## src/rtl/pas_pkg.sv

```systemverilog
package pas_pkg;
    typedef enum logic [2:0] {
        SRC_INC  = 3'd0,
        SRC_SKIP = 3'd1,
        SRC_LOWR = 3'd2,
        SRC_JUMP = 3'd3,
        SRC_RET  = 3'd4,
        SRC_IRQ  = 3'd5
    } src_e;
endpackage

```

## src/rtl/pas_ret_stack.sv

```systemverilog
module pas_ret_stack #(
    parameter int DEPTH = 8,
    parameter int PC_W  = 14
) (
    input  logic            clk,
    input  logic            rst_n,
    input  logic            push,
    input  logic            pop,
    input  logic [PC_W-1:0] push_data,
    output logic [PC_W-1:0] top_data,
    output logic            full,
    output logic            empty
);
    localparam int PTR_W = (DEPTH > 1) ? $clog2(DEPTH) : 1;
    localparam int CNT_W = $clog2(DEPTH + 1);

    logic [PC_W-1:0]  mem_q [DEPTH];
    logic [PTR_W-1:0] sp_d, sp_q, sp_next, sp_prev;
    logic [CNT_W-1:0] cnt_d, cnt_q;

    assign sp_next = (sp_q == PTR_W'(DEPTH - 1)) ? '0 : sp_q + PTR_W'(1);
    assign sp_prev = (sp_q == '0) ? PTR_W'(DEPTH - 1) : sp_q - PTR_W'(1);
    assign full    = (cnt_q == CNT_W'(DEPTH));
    assign empty   = (cnt_q == '0);
    // an empty pop replays the slot the last pop left behind
    assign top_data = empty ? mem_q[sp_q] : mem_q[sp_prev];

    always_comb begin
        sp_d  = sp_q;
        cnt_d = cnt_q;
        if (push) begin
            sp_d = sp_next;
            if (!full) cnt_d = cnt_q + CNT_W'(1);
        end else if (pop && !empty) begin
            sp_d  = sp_prev;
            cnt_d = cnt_q - CNT_W'(1);
        end
    end

    always_ff @(posedge clk or negedge rst_n) begin
        if (!rst_n) begin
            sp_q  <= '0;
            cnt_q <= '0;
            for (int i = 0; i < DEPTH; i++) mem_q[i] <= '0;
        end else begin
            sp_q  <= sp_d;
            cnt_q <= cnt_d;
            if (push) mem_q[sp_q] <= push_data;
        end
    end
endmodule

```

## src/rtl/pas_next_addr.sv

```systemverilog
module pas_next_addr
    import pas_pkg::*;
#(
    parameter int PC_W     = 14,
    parameter int LO_W     = 8,
    parameter int IRQ_W    = 3,
    parameter int N_IRQ    = 6,
    parameter int VEC_STEP = 4,
    parameter int BP_W     = 8,
    parameter int BANK_BIT = 5,
    parameter int SKIP_INC = 2
) (
    input  logic [PC_W-1:0]  pc,
    input  logic             irq_valid,
    input  logic [IRQ_W-1:0] irq_sel,
    input  logic             do_ret,
    input  logic             do_jump,
    input  logic             do_call,
    input  logic             wr_lo,
    input  logic [LO_W-1:0]  lo_data,
    input  logic             do_skip,
    input  logic [PC_W-2:0]  jmp_addr,
    input  logic [BP_W-1:0]  bank_ptr,
    input  logic [PC_W-1:0]  ret_addr,
    output logic [PC_W-1:0]  next_pc,
    output src_e             src,
    output logic             push,
    output logic             pop
);
    localparam int BNK = PC_W - 1;

    logic            irq_ok;
    logic [PC_W-1:0] vec;
    logic [BNK-1:0]  skip_lo;

    assign irq_ok  = irq_valid && (32'(irq_sel) < N_IRQ);
    assign vec     = PC_W'((32'(irq_sel) + 1) * VEC_STEP);
    assign skip_lo = pc[BNK-1:0] + BNK'(SKIP_INC);

    always_comb begin
        if (irq_ok) begin
            src = SRC_IRQ;  next_pc = vec;
        end else if (do_ret) begin
            src = SRC_RET;  next_pc = ret_addr;
        end else if (do_jump || do_call) begin
            src = SRC_JUMP; next_pc = {bank_ptr[BANK_BIT], jmp_addr};
        end else if (wr_lo) begin
            src = SRC_LOWR; next_pc = {pc[PC_W-1:LO_W], lo_data};
        end else if (do_skip) begin
            src = SRC_SKIP; next_pc = {pc[BNK], skip_lo};
        end else begin
            src = SRC_INC;  next_pc = pc + PC_W'(1);
        end
        push = (src == SRC_IRQ) || ((src == SRC_JUMP) && do_call);
        pop  = (src == SRC_RET);
    end
endmodule

```

## src/rtl/prog_addr_seq.sv

```systemverilog
module prog_addr_seq
    import pas_pkg::*;
#(
    parameter int PC_W      = 14,
    parameter int LO_W      = 8,
    parameter int IRQ_W     = 3,
    parameter int N_IRQ     = 6,
    parameter int VEC_STEP  = 4,
    parameter int BP_W      = 8,
    parameter int BANK_BIT  = 5,
    parameter int STK_DEPTH = 8
) (
    input  logic             clk,
    input  logic             rst_n,
    input  logic             cyc_en,
    input  logic             irq_valid,
    input  logic [IRQ_W-1:0] irq_sel,
    input  logic             do_ret,
    input  logic             do_jump,
    input  logic             do_call,
    input  logic             wr_lo,
    input  logic [LO_W-1:0]  lo_data,
    input  logic             do_skip,
    input  logic [PC_W-2:0]  jmp_addr,
    input  logic [BP_W-1:0]  bank_ptr,
    output logic [PC_W-1:0]  pc,
    output logic             flush,
    output logic             stk_ovf,
    output logic             stk_udf
);
    typedef struct packed {
        logic [PC_W-1:0] pc;
        logic            flush;
        logic            ovf;
        logic            udf;
    } seq_st_t;

    seq_st_t         st_d, st_q;
    logic [PC_W-1:0] nxt_pc, ret_addr;
    src_e            src;
    logic            want_push, want_pop, stk_full, stk_empty;

    pas_next_addr #(
        .PC_W(PC_W), .LO_W(LO_W), .IRQ_W(IRQ_W), .N_IRQ(N_IRQ),
        .VEC_STEP(VEC_STEP), .BP_W(BP_W), .BANK_BIT(BANK_BIT), .SKIP_INC(2)
    ) u_sel (
        .pc(st_q.pc), .irq_valid(irq_valid), .irq_sel(irq_sel),
        .do_ret(do_ret), .do_jump(do_jump), .do_call(do_call),
        .wr_lo(wr_lo), .lo_data(lo_data), .do_skip(do_skip),
        .jmp_addr(jmp_addr), .bank_ptr(bank_ptr), .ret_addr(ret_addr),
        .next_pc(nxt_pc), .src(src), .push(want_push), .pop(want_pop)
    );

    pas_ret_stack #(.DEPTH(STK_DEPTH), .PC_W(PC_W)) u_stk (
        .clk(clk), .rst_n(rst_n),
        .push(cyc_en && want_push), .pop(cyc_en && want_pop),
        .push_data(st_q.pc + PC_W'(1)), .top_data(ret_addr),
        .full(stk_full), .empty(stk_empty)
    );

    always_comb begin
        st_d = st_q;
        if (cyc_en) begin
            st_d.pc    = nxt_pc;
            st_d.flush = (src != SRC_INC);
            st_d.ovf   = want_push && stk_full;
            st_d.udf   = want_pop && stk_empty;
        end
    end

    always_ff @(posedge clk or negedge rst_n) begin
        if (!rst_n) st_q <= '0;
        else        st_q <= st_d;
    end

    assign pc      = st_q.pc;
    assign flush   = st_q.flush;
    assign stk_ovf = st_q.ovf;
    assign stk_udf = st_q.udf;
endmodule

```

## config.mk

```make
export PLATFORM = sky130hd
export DESIGN_NAME = prog_addr_seq
export DESIGN_NICKNAME = d
export VERILOG_FILES = /design/src/rtl/pas_pkg.sv /design/src/rtl/pas_ret_stack.sv /design/src/rtl/pas_next_addr.sv /design/src/rtl/prog_addr_seq.sv
export SDC_FILE = /design/constraint.sdc
export NUM_CORES = 1
export LEC_CHECK = 0
export CORE_ASPECT_RATIO = 0.75
export CORE_MARGIN = 3
export CORE_UTILIZATION = 37
export DETAILED_ROUTE_END_ITERATION = 6
export SETUP_SLACK_MARGIN = 0.4
export SLEW_MARGIN = 20
export SYNTH_ARGS = -nofsm -noshare
export SYNTH_HDL_FRONTEND = slang
export SYNTH_HIERARCHICAL = 1
export SYNTH_SLANG_ARGS = --single-unit
```

## constraint.sdc

```tcl
create_clock -name clk -period 2.9 [get_ports clk]
set_clock_uncertainty 0.15 [all_clocks]
set_input_delay 0.725 -clock clk [delete_from_list [all_inputs] [get_ports clk]]
set_output_delay 0.725 -clock clk [all_outputs]
set_load 0.03 [all_outputs]
```

==> impl_metrics.ini, run 1 <==
[run_status]
status = complete, no violations

[yosys]
yosys.area.top_type = dfrtp_1
syn_area_um2 = 8801
synth-simple-area-share_pct = 10.18
synth_edf_count = 0
synth-main-ff-cell = dfrtp_1
synth_xor_area_share_pct = 2.687
syn_nets = 888
synthTopCellsByArea = dfrtp_1 (39%), mux2_2 (19%), mux2i_1 (4.7%)
synth_cell_type_count = 67
async_flop_share_pct = 100.0
synth_top_family_by_area = multiplexers
synth_compound_area_share_pct = 14.29
synth-warning-count = 6
synth_top_area_share_pct = 38.67
synthMuxAreaShare_pct = 27.10
yosys.area_share.adder_pct = 1.791
ys_seq_elements = 136
syn_area_per_cell_um2 = 10.54
syn_inst = 835
ys_seq_area_share_pct = 38.67

[die]
initial_utilization_pct = 37.96
rows = 48
die-area_um2 = 25690
pin_count = 58
die_height_um = 139.6
dieWidth_um = 184.1
coreArea_um2 = 23180

[cts]
tritoncts = done
cts_max_level = 4
hold_buffers = 0
clock_path_buffers = 2
clockRootBuffer = clkbuf_16
clkSinkCount = 136
numCtsBuffers = 17
clkLatencyLatePin_ns = 0.43
cts.clk_slew.worst_paths_ns = 0.06

[timing]
period_minus_slack_ns = 2.671
max_freq_mhz = 374.4
worstMarginPinSlew_ns = 0.7320
drv_slew = 0
setup_slack_ns = 0.2292
rsz0062_at_grt = yes
setup_viol = 0
relSlewSlack_pct = 50.85
hold_viol = 0
timing.final.crit_share_pct = 92.10

[global_route]
overflow = 0
grt_pass1_vias = 6821
grt_usage_pct = 20.71
grt_max_degree = 55
grt_pass1_wl_mm = 41.13
antenna_found_initial = 0

[critical_path]
worstRegToRegCells = 10
timing.rr.start = u_stk/sp_q[0]
arrival_ns = 2.84
startpoint_type = flop
r2r_end = pc[3]
end_kind = flop
worst-setup-path-type = flop to flop
worst-r2r-setup-slack_ns = 0.23
worstPathRequired_ns = 3.07
crit_fanout = 7

[cells_and_area]
stdcell_count = 1244
layout_common_cells = mux2_2 (143), dfrtp_1 (128), buf_4 (59)
n_antenna_cell = 0
nFillCells = 2094
nets = 984
drive_above_1_share_pct = 36.76
mostFrequentLayoutCell = mux2_2
synthToLayoutAreaGrowth_pct = 27.71

[routing]
drt_pass1_iterations = 6
routed_wl_mm = 26.76
vias_per_cell = 5.913
wl_per_cell_um = 21.51
postRouteAntennaNets = 0
drt-initial-drc-count = 690
route.detailed.drc = 0
dr_total_vias = 7356

[placed_design]
hpwl_mm = 17.98
dp_cells = 1198
gp_congestion = 0.8457
io_buffer_count = 50
place_ws_ns = -0.1136

[run]
cap_violations = 0

[power_and_ir_drop]
p_per_area_nw_per_um2 = 1215
ir_drop_mv = 0.6089
p_leak_nw = 4.928

[hold_path]
min-delay-path-class = input pin to async pin
==> through the flow <==
step	TNS (ns)	hold WS [ns]	power (mW)	util [%]	cell area, um2
CTS	0	0.09875	13.06	47.24	10950
finish	0	0.08623	13.65	48.48	11240
global placement	-2.826	0.3489	10.39	43.98	10200
detailed placement	-3.453	0.3502	10.50	43.98	10200
global route	0	0.1110	14.45	48.48	11240
floorplan	0	0.2794	8.348	-	8952
==> what timing repair did <==
| item | in CTS | in global routing |
|---|---|---|
| setup endpoints to repair | 54 | 78 |
| cloned | 3 | 3 |
| resized for setup | 32 | 44 |
| pin swaps | 4 | 9 |
| buffers inserted | 2 | 6 |
==> layout make-up <==
cell class | count | area [um2] | share of cell area [%]
inverters | 33 | 138.9 | 1.236
flip-flops and latches | 136 | 3416 | 30.39
repair buffers | 140 | 1559 | 13.87
well taps | 300 | 375.4 | 3.340
clock inverters | 13 | 143.9 | 1.280
multi-input cells | 603 | 5154 | 45.85
clock buffers | 19 | 452.9 | 4.030
==> worst max-delay path, stage by stage, from the launching register on <==
cell	delay, ns
dfrtp_4	0.51
buf_12	0.18
buf_6	0.11
mux2_2	0.32
a221o_1	0.31
a21oi_2	0.12
o31ai_2	0.07
or3_1	0.35
o21ai_1	0.10
a31oi_1	0.06
mux2_2	0.27
==> flip-flops by register name (all words and copies together), names as in the netlist <==
register	count
flush	1
pc	14
stk_ovf	1
stk_udf	1
u_stk/cnt_q	4
u_stk/mem_q	112
u_stk/sp_q	3
==> synthesized netlist by cell type, types with 8 or more instances <==
library cell	instances
nor2_1	49
mux2_4	10
a31oi_1	25
nand2_1	44
xor2_1	16
dfrtp_1	136
o21ai_0	40
nand3_1	22
nor3_1	9
clkbuf_1	20
xnor2_1	11
o21ai_1	13
inv_1	27
mux4_2	8
ha_1	11
mux2i_1	41
o221ai_1	19
o22ai_1	21
mux2_2	145
a21oi_1	15
a22oi_1	26
buf_2	25
==> logic make-up (layout without fill, tap and decap cells) <==
logic type	count (synthesis)	in the layout
compound gates	190	190
simple gates	169	169
fa+ha+maj	12	12
mux	205	205
buf+inv	96	205
flops	136	136
xor+xnor	27	27
==> worst max path at each step <==
stage	start	to	depth (start not counted)
after floorplan	irq_valid	u_stk/mem_q[56]	9
after global placement	irq_valid	u_stk/mem_q[66]	7
after detailed placement	irq_valid	u_stk/cnt_q[3]	10
after CTS	u_stk/sp_q[0]	pc[3]	10
after global routing	u_stk/sp_q[0]	pc[11]	11
final	u_stk/sp_q[0]	pc[3]	10
==> metal layers <==
| metal | GRT usage (%) | share of wire (%) | wire length, um |
|---|---|---|---|
| met1 | 32.79 | 49 | 13220 |
| met2 | 27.79 | 42 | 11200 |
| met3 | 5.409 | 7.8 | 2079 |
| met4 | 4.771 | 1.0 | 269 |
| met5 | 0 | 0 | 0 |
==> power by group <==
| group | internal (mW) | switching [mW] | total [mW] |
|---|---|---|---|
| Sequential | 2.73 | 0.921 | 3.65 |
| Combinational | 3.86 | 3.92 | 7.78 |
| Clock | 1.32 | 0.904 | 2.22 |
No activity file was read; power rests on OpenSTA's default activity.
==> inputs of run 2 (changes only) <==
- CORE_MARGIN: 3 -> default
==> run 2 against run 1 <==
Non-clock buffer count increased by 31. Final cell count increased by 2.5%. Count of clock-buffer cells in the layout decreased by 1. Total power up 9.5%. Core utilization rose by 2.5 points. Sequential cell count unchanged. First-iteration DRC count is 0.14% lower. Critical path type unchanged. Critical endpoint unchanged. Largest cell class unchanged.
==> impl_metrics.ini, run 2 (synthesis results as in run 1) <==
[timing]
max_freq_mhz = 372.2
timing.final.crit_share_pct = 92.65
rsz0062_at_grt = yes
worstMarginPinSlew_ns = 0.7091
period_minus_slack_ns = 2.687
setup_viol = 0
drv_slew = 0
relSlewSlack_pct = 52.57
hold_viol = 0

[cells_and_area]
design_area_um2 = 11820
stdcell_count = 1275
largest_reg_flops = 112
layout_common_cells = mux2_2 (134), dfrtp_1 (131), buf_4 (75)
nFillCells = 2035
synthToLayoutAreaGrowth_pct = 34.25
mostFrequentLayoutCell = mux2_2
drive_above_1_share_pct = 40.21
seq_area_um2 = 3412
n_antenna_cell = 0
nets = 1015
regMostFlops = u_stk/mem_q
multi_input_area_um2 = 5334

[die]
initial_utilization_pct = 37.96
coreArea_um2 = 23180
die_height_um = 135.6
pin_count = 58
rows = 48
dieWidth_um = 180.1
die-area_um2 = 24410

[global_route]
grt_pass1_vias = 6875
use_met2_pct = 31.13
use_met1_pct = 33.54
grt_use_met3_pct = 4.973
grt_pass1_wl_mm = 40.99
grt_usage_pct = 22.04
overflow = 0
antenna_found_initial = 0
grt_max_degree = 53
globalRoute.busiestLayer = met1

[power_and_ir_drop]
p_per_area_nw_per_um2 = 1265
finalPower_mw = 14.95
ir_drop_mv = 0.6596
p_leak_nw = 5.197

[routing]
drt_pass1_iterations = 5
wl_per_cell_um = 22.13
route.detailed.drc = 0
vias_per_cell = 5.874
dr_total_vias = 7489
routed_wl_mm = 28.21
postRouteAntennaNets = 0
drt-initial-drc-count = 689

[critical_path]
slowest_delay_ns = 0.50
end_kind = flop
crit_fanout = 8
arrival_ns = 2.85
cp_slowest_cell = dfrtp_4
timing.rr.start = u_stk/sp_q[0]
critPathTopFamily = compound AO/OA/AOI/OAI gates
worst-setup-path-type = flop to flop
path_cells = buf_12 > buf_12 > mux2_2 > a221o_1 > a21oi_2 > o31ai_1 > or3_1 > o21ai_1 > a31oi_1 > mux2_2
startpoint_type = flop
r2r_end = pc[3]
worst-r2r-setup-slack_ns = 0.21
worstRegToRegCells = 10
path_buf_inv = 2
worstPathRequired_ns = 3.06

[cts]
clock_path_buffers = 2
cts.clk_slew.worst_paths_ns = 0.06
tritoncts = done
clockRootBuffer = clkbuf_16
numCtsBuffers = 17
cts_max_level = 4
clkLatencyLatePin_ns = 0.43
clkSinkCount = 136

[hold_path]
min-delay-path-class = input pin to async pin

[run_status]
status = complete, no violations

[placed_design]
gp_congestion = 0.8920
hpwl_mm = 17.28
dp_cells = 1194
io_buffer_count = 50
placed_area_um2 = 10180

[run]
cap_violations = 0
-- run 2: changes by cell type in the layout (fill, tap and decap cells not counted), moves of 5 or more --
cell      previous run  this run
buf_4               59        75
o21ai_0             34        23
o21ai_1             13        23
mux2_2             143       134
mux2_4              12        21
a22oi_1             25        17
a22oi_2              1         9
buf_6                7        13
a31oi_4              1         6
buf_12              14        19
o221ai_1            18        13
o221ai_2             1         6
-- run 2: per-layer routing --
layer  routed length (um)  part of all wire [%]
met1                13670                    48
met2                11760                    42
met3                 2325                   8.2
met4                  455                   1.6
met5                    0                     0
-- run 2: how the worst max path moves through the flow --
| stage | start | end | depth (start not counted) |
|---|---|---|---|
| after floorplan | irq_valid | u_stk/mem_q[56] | 9 |
| after detailed placement | irq_valid | u_stk/mem_q[65] | 7 |
| after CTS | u_stk/sp_q[0] | pc[3] | 10 |
| after global routing | u_stk/cnt_q[0] | pc[2] | 8 |
| final | u_stk/sp_q[0] | pc[3] | 10 |
| after global placement | irq_valid | u_stk/mem_q[65] | 7 |
-- run 2: timing repair --
| item | 4_1_cts | 5_1_grt |
|---|---|---|
| setup endpoints to repair | 57 | 24 |
| setup buffers | 16 | 22 |
| gates resized for setup | 51 | 71 |
| pin swaps | 16 | 33 |
| hold buffers | 0 | 0 |
| gates cloned | 4 | 7 |
-- run 2: final cells by class --
class                   count  share of cell area, %
inverters                  33                  1.186
clock inverters            14                  1.663
clock buffers              18                  3.632
multi-input cells         603                  45.14
repair buffers            171                  16.32
flip-flops and latches    136                  28.88
well taps                 300                  3.177
-- run 2: report_power, final --
part	internal [mW]	switching [mW]	leakage, nW
Sequential	2.72	0.919	1.72
Combinational	4.57	4.37	3.18
Clock	1.45	0.917	0.298
-- run 2: through the flow --
stage | setup slack, ns | TNS (ns) | hold slack, ns | util [%]
after detailed placement | -0.1179 | -3.318 | 0.3514 | 43.91
after CTS | 0.2374 | 0 | 0.07265 | 48.22
final | 0.2131 | 0 | 0.06217 | 50.97
after floorplan | 0.2104 | 0 | 0.2794 | -
after global placement | -0.1170 | -2.995 | 0.3454 | 43.91
after global routing | 0.1570 | 0 | 0.08899 | 50.97
